`src/rtl/uct_pkg.sv`:
```
// Package: shared constants for the up-counting compare timer.
// Assumes a 16-bit register port with byte and halfword accesses.
package uct_pkg;
    localparam int DATA_W = 16;
    localparam int ADDR_W = 4;

    localparam logic [ADDR_W-1:0] A_CTL0  = 4'h0;
    localparam logic [ADDR_W-1:0] A_CTL1  = 4'h1;
    localparam logic [ADDR_W-1:0] A_CMODA = 4'h2;
    localparam logic [ADDR_W-1:0] A_CMODB = 4'h3;
    localparam logic [ADDR_W-1:0] A_CMPA  = 4'h4;
    localparam logic [ADDR_W-1:0] A_CMPB  = 4'h6;
    localparam logic [ADDR_W-1:0] A_COUNT = 4'h8;

    typedef enum logic [1:0] {
        SZ_BYTE = 2'b00,
        SZ_HALF = 2'b01,
        SZ_BAD2 = 2'b10,
        SZ_BAD3 = 2'b11
    } acc_size_e;

    localparam logic [7:0] CTL0_RSVD = 8'h2C;
    localparam logic [7:0] CTL1_RSVD = 8'h07;
    localparam int RUN_BIT  = 7;
    localparam int LOAD_BIT = 6;
endpackage

```
`src/rtl/uct_regfile.sv`:
```
// Module: register port of the timer. Decodes byte/halfword accesses, holds
// the control, channel-mode and compare registers, rejects illegal accesses
// whole, and turns legal control-byte-1 writes into start/stop requests.
// Assumes reads are combinational and that the error pulse follows one cycle later.
module uct_regfile
    import uct_pkg::*;
(
    input  logic              clk,
    input  logic              rst_n,
    input  logic              acc_wr,
    input  logic              acc_rd,
    input  logic [ADDR_W-1:0] acc_addr,
    input  logic [1:0]        acc_size,
    input  logic [DATA_W-1:0] acc_wdata,
    input  logic [DATA_W-1:0] cnt_val,
    output logic [DATA_W-1:0] acc_rdata,
    output logic              acc_err,
    output logic [DATA_W-1:0] cmp_a,
    output logic [DATA_W-1:0] cmp_b,
    output logic              start_req,
    output logic              stop_req
);
    logic [7:0] ctl0_q, ctl1_q, cmoda_q, cmodb_q;
    logic       err_q;
    logic       is_byte, is_half, addr_ok, val_ok, wr_ok, rd_ok;
    logic       hit0, hit1;
    logic [7:0] new0, new1;

    // Purpose: classify the current access by address and size.
    always_comb begin
        is_byte = (acc_size == SZ_BYTE);
        is_half = (acc_size == SZ_HALF);
        unique case (acc_addr)
            A_CTL0, A_CMPA, A_CMPB:     addr_ok = is_byte || is_half;
            A_CTL1, A_CMODA, A_CMODB:   addr_ok = is_byte;
            A_COUNT:                    addr_ok = !acc_wr && (is_byte || is_half);
            default:                    addr_ok = 1'b0;
        endcase
    end

    // Purpose: validate the control bytes a write would update.
    always_comb begin
        hit0   = (acc_addr == A_CTL0);
        hit1   = (acc_addr == A_CTL1 && is_byte) || (acc_addr == A_CTL0 && is_half);
        new0   = is_half ? acc_wdata[15:8] : acc_wdata[7:0];
        new1   = acc_wdata[7:0];
        val_ok = !(hit0 && |(new0 & CTL0_RSVD))
              && !(hit1 && (|(new1 & CTL1_RSVD) || (new1[RUN_BIT] && new1[LOAD_BIT])));
        wr_ok  = acc_wr && addr_ok && val_ok;
        rd_ok  = acc_rd && addr_ok;
    end

    assign start_req = wr_ok && hit1 && new1[RUN_BIT];
    assign stop_req  = wr_ok && hit1 && !new1[RUN_BIT];

    // Purpose: update registers on legal writes and register the error pulse.
    always_ff @(posedge clk) begin
        if (!rst_n) begin
            ctl0_q  <= '0;
            ctl1_q  <= '0;
            cmoda_q <= '0;
            cmodb_q <= '0;
            cmp_a   <= '0;
            cmp_b   <= '0;
            err_q   <= 1'b0;
        end else begin
            err_q <= (acc_wr && !(addr_ok && val_ok)) || (acc_rd && !addr_ok);
            if (wr_ok) begin
                if (hit0) ctl0_q <= new0;
                if (hit1) ctl1_q <= new1;
                if (acc_addr == A_CMODA) cmoda_q <= acc_wdata[7:0];
                if (acc_addr == A_CMODB) cmodb_q <= acc_wdata[7:0];
                if (acc_addr == A_CMPA) cmp_a <= is_half ? acc_wdata : {8'h00, acc_wdata[7:0]};
                if (acc_addr == A_CMPB) cmp_b <= is_half ? acc_wdata : {8'h00, acc_wdata[7:0]};
            end
        end
    end

    assign acc_err = err_q;

    // Purpose: return the addressed register, zero for rejected reads.
    always_comb begin
        acc_rdata = '0;
        if (rd_ok) begin
            unique case (acc_addr)
                A_CTL0:  acc_rdata = is_half ? {ctl0_q, ctl1_q} : {8'h00, ctl0_q};
                A_CTL1:  acc_rdata = {8'h00, ctl1_q};
                A_CMODA: acc_rdata = {8'h00, cmoda_q};
                A_CMODB: acc_rdata = {8'h00, cmodb_q};
                A_CMPA:  acc_rdata = is_half ? cmp_a : {8'h00, cmp_a[7:0]};
                A_CMPB:  acc_rdata = is_half ? cmp_b : {8'h00, cmp_b[7:0]};
                A_COUNT: acc_rdata = is_half ? cnt_val : {8'h00, cnt_val[7:0]};
                default: acc_rdata = '0;
            endcase
        end
    end
endmodule

```
`src/rtl/uct_counter.sv`:
```
// Module: up-counter with a period latched at start. A start or stop request
// wins over a tick in the same cycle. A zero period disables wrapping and events.
module uct_counter #(
    parameter int W = 16
) (
    input  logic         clk,
    input  logic         rst_n,
    input  logic         tick,
    input  logic         start_req,
    input  logic         stop_req,
    input  logic [W-1:0] period_src,
    output logic [W-1:0] cnt,
    output logic [W-1:0] period_cur,
    output logic         running,
    output logic         period_evt,
    output logic [W-1:0] step_val,
    output logic         step_vld
);
    localparam logic [W-1:0] ONE = W'(1);

    assign step_val = cnt + ONE;
    assign step_vld = running && tick && !start_req && !stop_req;

    // Purpose: run state, count, period latch and wrap event.
    always_ff @(posedge clk) begin
        if (!rst_n) begin
            cnt        <= '0;
            period_cur <= '0;
            running    <= 1'b0;
            period_evt <= 1'b0;
        end else if (start_req) begin
            cnt        <= '0;
            period_cur <= period_src;
            running    <= 1'b1;
            period_evt <= 1'b0;
        end else if (stop_req) begin
            cnt        <= '0;
            running    <= 1'b0;
            period_evt <= 1'b0;
        end else if (step_vld) begin
            if (period_cur != '0 && step_val == period_cur) begin
                cnt        <= '0;
                period_evt <= 1'b1;
            end else begin
                cnt        <= step_val;
                period_evt <= 1'b0;
            end
        end else begin
            period_evt <= 1'b0;
        end
    end
endmodule

```
`src/rtl/uct_compare.sv`:
```
// Module: per-channel match detectors. A channel pulses for one clock after a
// counting step whose reached value equals its nonzero reference.
module uct_compare #(
    parameter int W      = 16,
    parameter int NUM_CH = 2
) (
    input  logic                     clk,
    input  logic                     rst_n,
    input  logic                     step_vld,
    input  logic [W-1:0]             step_val,
    input  logic [NUM_CH-1:0][W-1:0] ref_val,
    output logic [NUM_CH-1:0]        hit
);
    for (genvar i = 0; i < NUM_CH; i++) begin : g_ch
        // Purpose: register a one-clock match pulse for channel i.
        always_ff @(posedge clk) begin
            if (!rst_n) hit[i] <= 1'b0;
            else        hit[i] <= step_vld && (ref_val[i] != '0) && (step_val == ref_val[i]);
        end
    end
endmodule

```
`src/rtl/upcount_cmp_timer.sv`:
```
// Module: top of the up-counting compare timer. Joins the register port,
// the counter and the two compare channels (channel 0 = A, channel 1 = B).
module upcount_cmp_timer
    import uct_pkg::*;
(
    input  logic              clk,
    input  logic              rst_n,
    input  logic              tick,
    input  logic              acc_wr,
    input  logic              acc_rd,
    input  logic [ADDR_W-1:0] acc_addr,
    input  logic [1:0]        acc_size,
    input  logic [DATA_W-1:0] acc_wdata,
    output logic [DATA_W-1:0] acc_rdata,
    output logic              acc_err,
    output logic              period_evt,
    output logic              cmp_a_hit,
    output logic              cmp_b_hit
);
    localparam int NUM_CH = 2;

    logic [DATA_W-1:0] cmp_a_w, cmp_b_w, cnt_w, per_w, step_val_w;
    logic              start_w, stop_w, run_w, step_vld_w;
    logic [NUM_CH-1:0] hit_w;

    uct_regfile u_regs (
        .clk(clk), .rst_n(rst_n),
        .acc_wr(acc_wr), .acc_rd(acc_rd), .acc_addr(acc_addr),
        .acc_size(acc_size), .acc_wdata(acc_wdata), .cnt_val(cnt_w),
        .acc_rdata(acc_rdata), .acc_err(acc_err),
        .cmp_a(cmp_a_w), .cmp_b(cmp_b_w),
        .start_req(start_w), .stop_req(stop_w)
    );

    uct_counter #(.W(DATA_W)) u_cnt (
        .clk(clk), .rst_n(rst_n), .tick(tick),
        .start_req(start_w), .stop_req(stop_w), .period_src(cmp_a_w),
        .cnt(cnt_w), .period_cur(per_w), .running(run_w),
        .period_evt(period_evt), .step_val(step_val_w), .step_vld(step_vld_w)
    );

    uct_compare #(.W(DATA_W), .NUM_CH(NUM_CH)) u_cmp (
        .clk(clk), .rst_n(rst_n),
        .step_vld(step_vld_w), .step_val(step_val_w),
        .ref_val({cmp_b_w, cmp_a_w}), .hit(hit_w)
    );

    assign cmp_a_hit = hit_w[0];
    assign cmp_b_hit = hit_w[1];
endmodule

```
`config.mk`:
```
export PLATFORM = sky130hd
export DESIGN_NAME = upcount_cmp_timer
export DESIGN_NICKNAME = d
export VERILOG_FILES = /design/src/rtl/uct_pkg.sv /design/src/rtl/uct_regfile.sv /design/src/rtl/uct_counter.sv /design/src/rtl/uct_compare.sv /design/src/rtl/upcount_cmp_timer.sv
export SDC_FILE = /design/constraint.sdc
export NUM_CORES = 1
export LEC_CHECK = 0
export BUFFER_PORTS_ARGS = -buffer_cell sky130_fd_sc_hd__buf_2
export CAP_MARGIN = 0
export CORE_ASPECT_RATIO = 0.9
export CORE_MARGIN = 2
export CORE_UTILIZATION = 45
export CTS_CLUSTER_SIZE = 8
export DETAILED_ROUTE_END_ITERATION = 6
export PLACE_DENSITY_LB_ADDON = 0.2
export SYNTH_ARGS = -nofsm -noshare
export SYNTH_HDL_FRONTEND = slang
export SYNTH_SLANG_ARGS = --single-unit
export TNS_END_PERCENT = 20
```
`constraint.sdc`:
```
create_clock -name clk -period 2.5 [get_ports clk]
set_input_delay 0.25 -clock clk [delete_from_list [all_inputs] [get_ports clk]]
set_output_delay 0.25 -clock clk [all_outputs]
set_load 0.02 [all_outputs]
```
[After elaboration in Yosys (flattened, before gate mapping)]
Cells that the tools add are included.
Operators by class
  reductions and logical operators: 54
  mux-type cells: 13
  $add $sub $neg: 1
  bitwise logic cells: 2
  equal/unequal tests: 10
Operators with widths (number)
  2-to-1 mux 16 bit: 7
  case mux 16 bit (7 select lines): 1
  equality test 16 bit: 3
  nonzero test 16 bit: 3
  logical AND 1 bit: 24
  adder 16 x 1 -> 16 bit (second input constant): 1
  OR reduction 3 bit: 5
  AND reduction 2 bit: 6
  equality test 4 x 2 -> 1 bit (second input constant): 2
  equality test 4 x 3 -> 1 bit (second input constant): 2
  logical NOT 1 bit: 8
  2-to-1 mux 8 bit: 1
  equality test 4 x 1 -> 1 bit (second input constant): 1
  equality test 4 bit (second input constant): 1
  logical NOT 4 bit: 1
  logical OR 1 bit: 4
  OR reduction 4 bit: 1
  2-to-1 mux 1 bit: 3
  case mux 1 bit (3 select lines): 1
  equality test 2 x 1 -> 1 bit (second input constant): 1
  logical NOT 2 bit: 1
  inverter 1 bit: 2
  nonzero test 2 bit: 1
Word-level totals
  input bits: 27
  bits in registers: 101
  word-level logic and storage cells: 93

[Logic depth before layout (Yosys ltp)]
Gate-level depths: netlist of run 1.
  depth in word-level cells: 14
  mapped depth: 11
  depth with buffers taken out: 9

[Cells and area by module]
From an unflattened synthesis of run 1, not the netlist that was laid out.
Second synthesis, totals
  cells, all modules: 686
  area, all modules: 5969.5 um^2
Modules (own cells, without submodules)
  uct_regfile: instances 1, area an instance 3218.1 um^2, sequential area each 1301.2 um^2, cells each 352
  uct_counter: instances 1, area an instance 2274.7 um^2, sequential area each 680.7 um^2, cells each 278
  uct_compare: instances 1, area an instance 476.7 um^2, sequential area each 40.0 um^2, cells each 56

[Worst setup path before layout of run 1]
Ideal clock, no wire load.
  path kind: register to register
  start: register u_cnt.cnt[1]
  end: register u_cmp.hit[0]
  path buffers: 1
  cell stages (with the launch flop): 11
  slack: -0.131 ns
  arrival time: 2.539 ns
  period minus slack after synthesis: 2.631 ns
  path through: dfxtp_1 > ha_1 > buf_2 > nand2_1 > or3_1 > and2_1 > xnor2_1 > nor3_1 > nand3_1 > or4_1 > nor4_1
On the way
  longest elaborated chain between the ends: 3
Ends and longest elaborated chain
  start, declared: line uct_counter.sv:12  | output logic [W-1:0] cnt,
  start signal, assigned: line uct_counter.sv:45  | cnt <= step_val;
  adder 16 x 1 -> 16 bit: line uct_counter.sv:21  | assign step_val = cnt + ONE;
  equality test 16 bit: line uct_compare.sv:18  | else hit[i] <= step_vld && (ref_val[i] != '0) && (step_val == ref_val[i]);
  logical AND 1 bit: line uct_compare.sv:18
  end signal, assigned by index: line uct_compare.sv:18
  end, declared: line uct_compare.sv:12  | output logic [NUM_CH-1:0] hit
Every way passes these cells.
A chain may end at the register's enable or synchronous reset.

[Final worst setup path of run 1]
  start: register u_cnt.cnt[1]
  end: register u_cnt.cnt[4]
On the way
  longest elaborated chain between the ends: 4
Ends and longest elaborated chain
  adder 16 x 1 -> 16 bit *: line uct_counter.sv:21
  equality test 16 bit: line uct_counter.sv:41  | if (period_cur != '0 && step_val == period_cur) begin
  logical AND 1 bit: line uct_counter.sv:41
  2-to-1 mux 16 bit *: line uct_counter.sv:41
Mark *: on every way between the ends. The rest lies on a longest branch, timed or not.

==> qor.csv, run 1 <==
metric;value;unit
Power, Total;3.434;mW
CP Capture Type;flop;
ANT cells;0;
root buffer cell;clkbuf_16;
Post-synth ARST share;0;%
Vias;5883;
Num CTS Buffers;9;
Buf+Inv Stages, Crit Path;3;
Max Cap Viol;0;
wire per inst;20.73;microns
Tot GR Track Use;28.45;%
I/O Pins;47;
FMAX;395.6;MHz
Max FO, Critical Path;5;
Post-synth EDFFs;0;
FF-to-FF path depth;11;
die area;14470;sq um
Final Slew Violations;0;
outcome;finished with violations;
Syn Std Cell Area;6087;sq um
1st-pass router iterations;7;
syn nets;695;
top post-synthesis cells by count;101 x dfxtp_1, 73 x nor2b_1, 71 x mux2i_1;
#FFs+latches synth;101;
Synth area leader;dfxtp_1;
Seq/Total Area, Yosys;33.22;%
clock buffer depth;2;
Port Buffers;46;
WP data arrival;2770;ps
synth-to-layout area growth;29.93;%
final setup margin;-28.12;ps
largest net degree at the start of global routing;80;
max incr delay on CP;370;ps
failing checks;negative setup slack;
Slowest cell on crit path;dfxtp_4;
Final Hold Viols;0;
Cells after Synth;667;
Placer Congestion;0.9820;
worst-path cell chain;buf_4 -> and2_4 -> buf_6 -> a32o_2 -> a311oi_2 -> nand4_1 -> nor4_2 -> and4bb_4 -> buf_4 -> nor2_1 -> a221o_1;
GRT overflow;0;
Critical Path RT;2750;ps
share of the synthesized area in the top cell type;33.22;%
vias in the first global route;5758;
fin cells;987;
ys flop type;dfxtp_1;
peak supply drop;0.4632;mV
antenna-violating nets left;0;
Leak;2.974;nW
reg2reg start;u_cnt.cnt[1];
Final period util;101.1;%
Yosys warnings;0;
Final Setup Violations;9;
Final Critical Period;2528;ps
hpwl dp;15.27;mm
DRT iter0 DRCs;629;
TritonCTS clock tree;yes;
r2r endpoint;u_cnt.cnt[4];
Fin Hold WS;177.9;ps
CP Class;flop to flop;
hold wc startpoint;acc_rd;
most frequent CP cell;buf_4;
Final nets;842;
routed vias/inst;5.960;
Initial Utilization;45.90;%
# H-tree levels;3;
Slew headroom;47.26;%
DRC;0;
most frequent cell after synthesis;dfxtp_1;
clock sinks;101;
Worst-Margin Slew;789.5;ps
synth unique cells;76;
first-pass GRT wire length;31.89;mm
layout cells sized above 1;30.53;%
worst hold stages;3;
PwrDens;434.2;nW/um^2
initial antenna violation count;0;
Hold Path Sink;u_regs.acc_err;
core area;13260;sq um
Die Y-Extent;114.3;microns
syn avg cell area;9.126;sq um
Setup crit start kind;flop;
crit-path leading delay family;simple AND/OR/NAND/NOR gates;
std cell rows;40;
worst hold path type;primary input to flop;
top cells by area, synth;dfxtp_1 33%, mux2i_1 12%, nor2b_1 7.5%;
DP Cell Count;967;
Fin Clk Skew;5.226;ps
clock slew at reported path FFs;80;ps
worst skew pair latency;360;ps
Horiz. Die Dim;126.6;microns
final WL;20.46;mm
RSZ-0062 raised after global routing;yes;
worst reg-to-reg setup slack;-30;ps
## metrics by stage
| step | instance area (sq um) | utilization (%) | worst slack (ps) | TNS, ps |
|---|---|---|---|---|
| after global routing | 7909 | 59.63 | -156.6 | -1928 |
| after floorplan | 6101 | - | -5.753 | -5.753 |
| after detailed placement | 7357 | 55.47 | -173.3 | -2401 |
| final | 7909 | 59.63 | -28.12 | -155.0 |
| after CTS | 7820 | 58.96 | -15.54 | -33.72 |
| after global placement | 7357 | 55.47 | -136.0 | -1799 |
## worst register-to-register path, cell delays in order, from the launching register on
cell	delay, ps
dfxtp_4	370
buf_4	140
and2_4	150
buf_6	120
a32o_2	240
a311oi_2	210
nand4_1	170
nor4_2	290
and4bb_4	300
buf_4	140
nor2_1	50
a221o_1	250
## power by group
part | internal, mW | switching (mW)
combinational | 0.0787 | 0.116
clock | 0.907 | 0.722
sequential | 1.61 | 0.00264
total | 2.59 | 0.841
## metal layers
metal	global-route usage (%)	part of all wire (%)	vias up
met3	5.234	6.5	32
met1	38.58	45	2833
met5	0	0	-
met4	7.179	1.9	0
li1	-	-	2759
met2	47.02	47	259
## sequential cells by signal (all words and copies together), names as in the netlist
register,flops
u_cnt.period_evt,1
u_cmp.hit,2
u_regs.acc_err,1
u_regs.ctl1_q,8
u_regs.cmodb_q,8
u_regs.cmoda_q,8
u_regs.cmp_b,16
u_cnt.running,1
u_cnt.cnt,16
u_cnt.period_cur,16
u_regs.ctl0_q,8
u_regs.cmp_a,16
## layout make-up
| type | instances | area (sq um) |
|---|---|---|
| clock buffers | 9 | 225.2 |
| well taps | 168 | 210.2 |
| inverters | 7 | 26.28 |
| flip-flops and latches | 101 | 2041 |
| clock inverters | 7 | 116.4 |
| repair buffers | 177 | 1303 |
| multi-input cells | 518 | 3988 |
| fillers | 1145 | 5354 |
## worst max path at each step
stage                             from            end  cells after the start
after floorplan           u_cnt.cnt[1]   u_cmp.hit[0]                     10
after global placement    u_cnt.cnt[0]  u_cnt.cnt[11]                     11
after detailed placement  u_cnt.cnt[0]  u_cnt.cnt[11]                     10
after CTS                 u_cnt.cnt[0]  u_cnt.cnt[15]                     12
after global routing      u_cnt.cnt[5]  u_cnt.cnt[11]                     10
final                     u_cnt.cnt[1]   u_cnt.cnt[4]                     11
## cells in the final DEF, fill, tap and decap left out, types with 13 or more instances in the layout
cell type and n:
buf_2 46, xnor2_1 29, xor2_1 23, nand3_1 22
a21oi_1 26, nor4_1 13, a222oi_1 13, buf_4 119
nor2_1 26, a22oi_1 19, nor2b_1 73, nand2_1 28
and2_1 13, dfxtp_1 92, mux2i_1 70
## timing repair
item                                    in CTS  in global routing
resized for setup                           26                 21
endpoints found under the hold margin        0                  0
pin swaps                                   11                 10
buffers inserted                             2                  1
cloned                                       1                  0
endpoints found under the setup margin      23                 18
hold buffers                                 0                  0
## logic make-up (layout without fill, tap and decap cells)
logic type | Yosys count | after routing | share of synthesized area (%)
AND/OR/NAND/NOR | 263 | 264 | 27.15
flip-flops | 101 | 101 | 33.22
buffers and inverters | 49 | 200 | 3.844
XOR/XNOR | 57 | 57 | 8.797
adder cells (fa/ha/maj) | 1 | 1 | 0.2055
AO/OA/AOI/OAI | 125 | 125 | 15.11
multiplexers | 71 | 71 | 11.68
Note: power is estimated with default switching activity, not from simulation.
==> run 2, diff against run 1 <==
==> constraint.sdc (replaced) <==
create_clock -name clk -period 2.4 [get_ports clk]
set_input_delay 0.24 -clock clk [delete_from_list [all_inputs] [get_ports clk]]
set_output_delay 0.24 -clock clk [all_outputs]
set_load 0.02 [all_outputs]
==> qor.csv, run 2 (synthesis gave the netlist of run 1 again) <==
metric;value;unit;change
outcome;finished with violations;;unchanged
failing checks;design-rule violations, negative setup slack;;was negative setup slack
origin of the worst setup path;u_cnt.cnt[1];;unchanged
Final Setup Violations;17;;was 9
vias in the first global route;5808;;was 5758
FMAX;383.2;MHz;was 395.6 MHz
core area;13260;sq um;unchanged
Final period util;108.7;%;was 101.1%
Final Hold Viols;0;;unchanged
Die Y-Extent;114.3;microns;unchanged
Fillers;1128;;was 1145
DRC;1;;was 0
Worst-Margin Slew;1110;ps;was 789.5 ps
synth-to-layout area growth;34.43;%;was 29.93%
CP Capture Type;flop;;unchanged
clock sinks;101;;unchanged
first-pass GRT wire length;32.40;mm;was 31.89 mm
clock buffer depth;2;;unchanged
Port Buffers;46;;unchanged
Setup crit start kind;flop;;unchanged
reg2reg start;u_cnt.cnt[1];;unchanged
Placer Congestion;0.9420;;was 0.9820
RSZ-0062 raised after global routing;yes;;unchanged
peak supply drop;0.3584;mV;was 0.4632 mV
Final Critical Period;2610;ps;was 2528 ps
Final nets;871;;was 842
wire per inst;20.77;microns;was 20.73 microns
Final Slew Violations;0;;unchanged
# H-tree levels;3;;unchanged
hpwl dp;15.63;mm;was 15.27 mm
TritonCTS clock tree;yes;;unchanged
PwrDens;410.8;nW/um^2;was 434.2 nW/um^2
Tot GR Track Use;28.77;%;was 28.45%
commonest non-fill, non-tap cell in the layout;buf_4;;unchanged
std cell rows;40;;unchanged
GRT overflow;0;;unchanged
Horiz. Die Dim;126.6;microns;unchanged
final setup margin;-209.8;ps;was -28.12 ps
commonest cells after routing, fill and taps aside;148 x buf_4, 92 x dfxtp_1, 73 x nor2b_1, 69 x mux2i_1, 46 x buf_2;;was 119 x buf_4, 92 x dfxtp_1, 73 x nor2b_1, 70 x mux2i_1, 46 x buf_2
Leak;3.170;nW;was 2.974 nW
worst hold path type;primary input to flop;;unchanged
Post-DP Area;7579;sq um;was 7357 sq um
Final Cell Area;8183;sq um;was 7909 sq um
ANT cells;0;;unchanged
Slew headroom;25.81;%;was 47.26%
antenna-violating nets left;0;;unchanged
clock slew at reported path FFs;80;ps;about the same
Initial Utilization;45.90;%;unchanged
I/O Pins;47;;unchanged
root buffer cell;clkbuf_16;;unchanged
Critical Path RT;2640;ps;was 2750 ps
1st-pass router iterations;7;;unchanged
layout cells sized above 1;34.67;%;was 30.53%
final WL;21.10;mm;was 20.46 mm
routed vias/inst;5.863;;was 5.960
WP data arrival;2850;ps;was 2770 ps
worst skew pair latency;360;ps;about the same
largest net degree at the start of global routing;80;;unchanged
Vias;5957;;was 5883
Max Cap Viol;0;;unchanged
Power, Total;3.362;mW;was 3.434 mW
initial antenna violation count;0;;unchanged
DRT iter0 DRCs;622;;was 629
die area;14470;sq um;unchanged
Max FO, Critical Path;7;;was 5
CP Class;flop to flop;;unchanged
hold wc startpoint;acc_wr;;was acc_rd
Fin Clk Skew;8.631;ps;was 5.226 ps
Num CTS Buffers;9;;unchanged
run 2: cell count changes in the layout (fill, tap and decap cells not counted), sizes merged:
cell,change
clkbuf,+1
buf,+30
clkinv,+1
nand3,-1
bufinv,-2
run 2: final timing paths:
check | slack [ps] | cells past startpoint | to
worst max-delay path | -210 | 12 | u_cnt.cnt[15]
worst min-delay path | 170 | 3 | u_regs.acc_err
worst max register to register | -210 | 12 | u_cnt.cnt[15]
worst min register to register | 480 | 1 | u_regs.ctl1_q[0]
run 2: layer usage:
metal  up-vias  track usage [%]  wire length [microns]
met5         -                0                      0
met4         0            10.92                    624
met3        52            5.561                   1282
met2       266            46.38                   9975
met1      2844            38.35                   9216
li1       2795                -                      -
run 2: final cells by class:
type	instances	area (sq um)	area share [%]
Sequential cell	101	2046	25.00
Clock inverter	6	51.30	0.6269
Multi-Input combinational cell	517	4061	49.63
Clock buffer	10	239.0	2.920
Inverter	7	26.28	0.3211
Tap cell	168	210.2	2.569
Timing Repair Buffer	207	1549	18.93
run 2: repair_timing:
item,in CTS,in global routing
pin swaps,12,11
resized for setup,32,30
setup buffers,6,6
setup endpoints to repair,25,20
hold buffers,0,0
run 2: per-stage QoR:
step                setup TNS, ps  hold slack, ps  instances  utilization (%)  worst slack [ps]
detailed placement          -5951           453.2        989            57.14            -314.6
global placement            -5802           447.7        989            57.14            -329.2
floorplan                       0           387.4        667                -             1.115
global route                -3443           214.1       1016            61.70            -268.7
CTS                         -1325           167.9       1011            60.59            -146.1
finish                      -2334           175.0       1016            61.70            -209.8
run 2: where the power goes:
| part | switching, mW | internal (mW) | total [mW] |
|---|---|---|---|
| sequential | 0.00275 | 1.67 | 1.67 |
| combinational | 0.125 | 0.0876 | 0.213 |
| clock | 0.723 | 0.751 | 1.47 |
| total | 0.852 | 2.51 | 3.36 |
run 2: worst max-delay path: stages (launching register included):
cell       delay [ps]
dfxtp_4           350
ha_4              190
buf_6             140
nand3_4           110
buf_6             120
nor3_1             50
a311oi_2          310
nand4bb_1         190
nor4_2            260
and4bb_4          310
buf_6             140
nor2_1             50
a221o_1           250
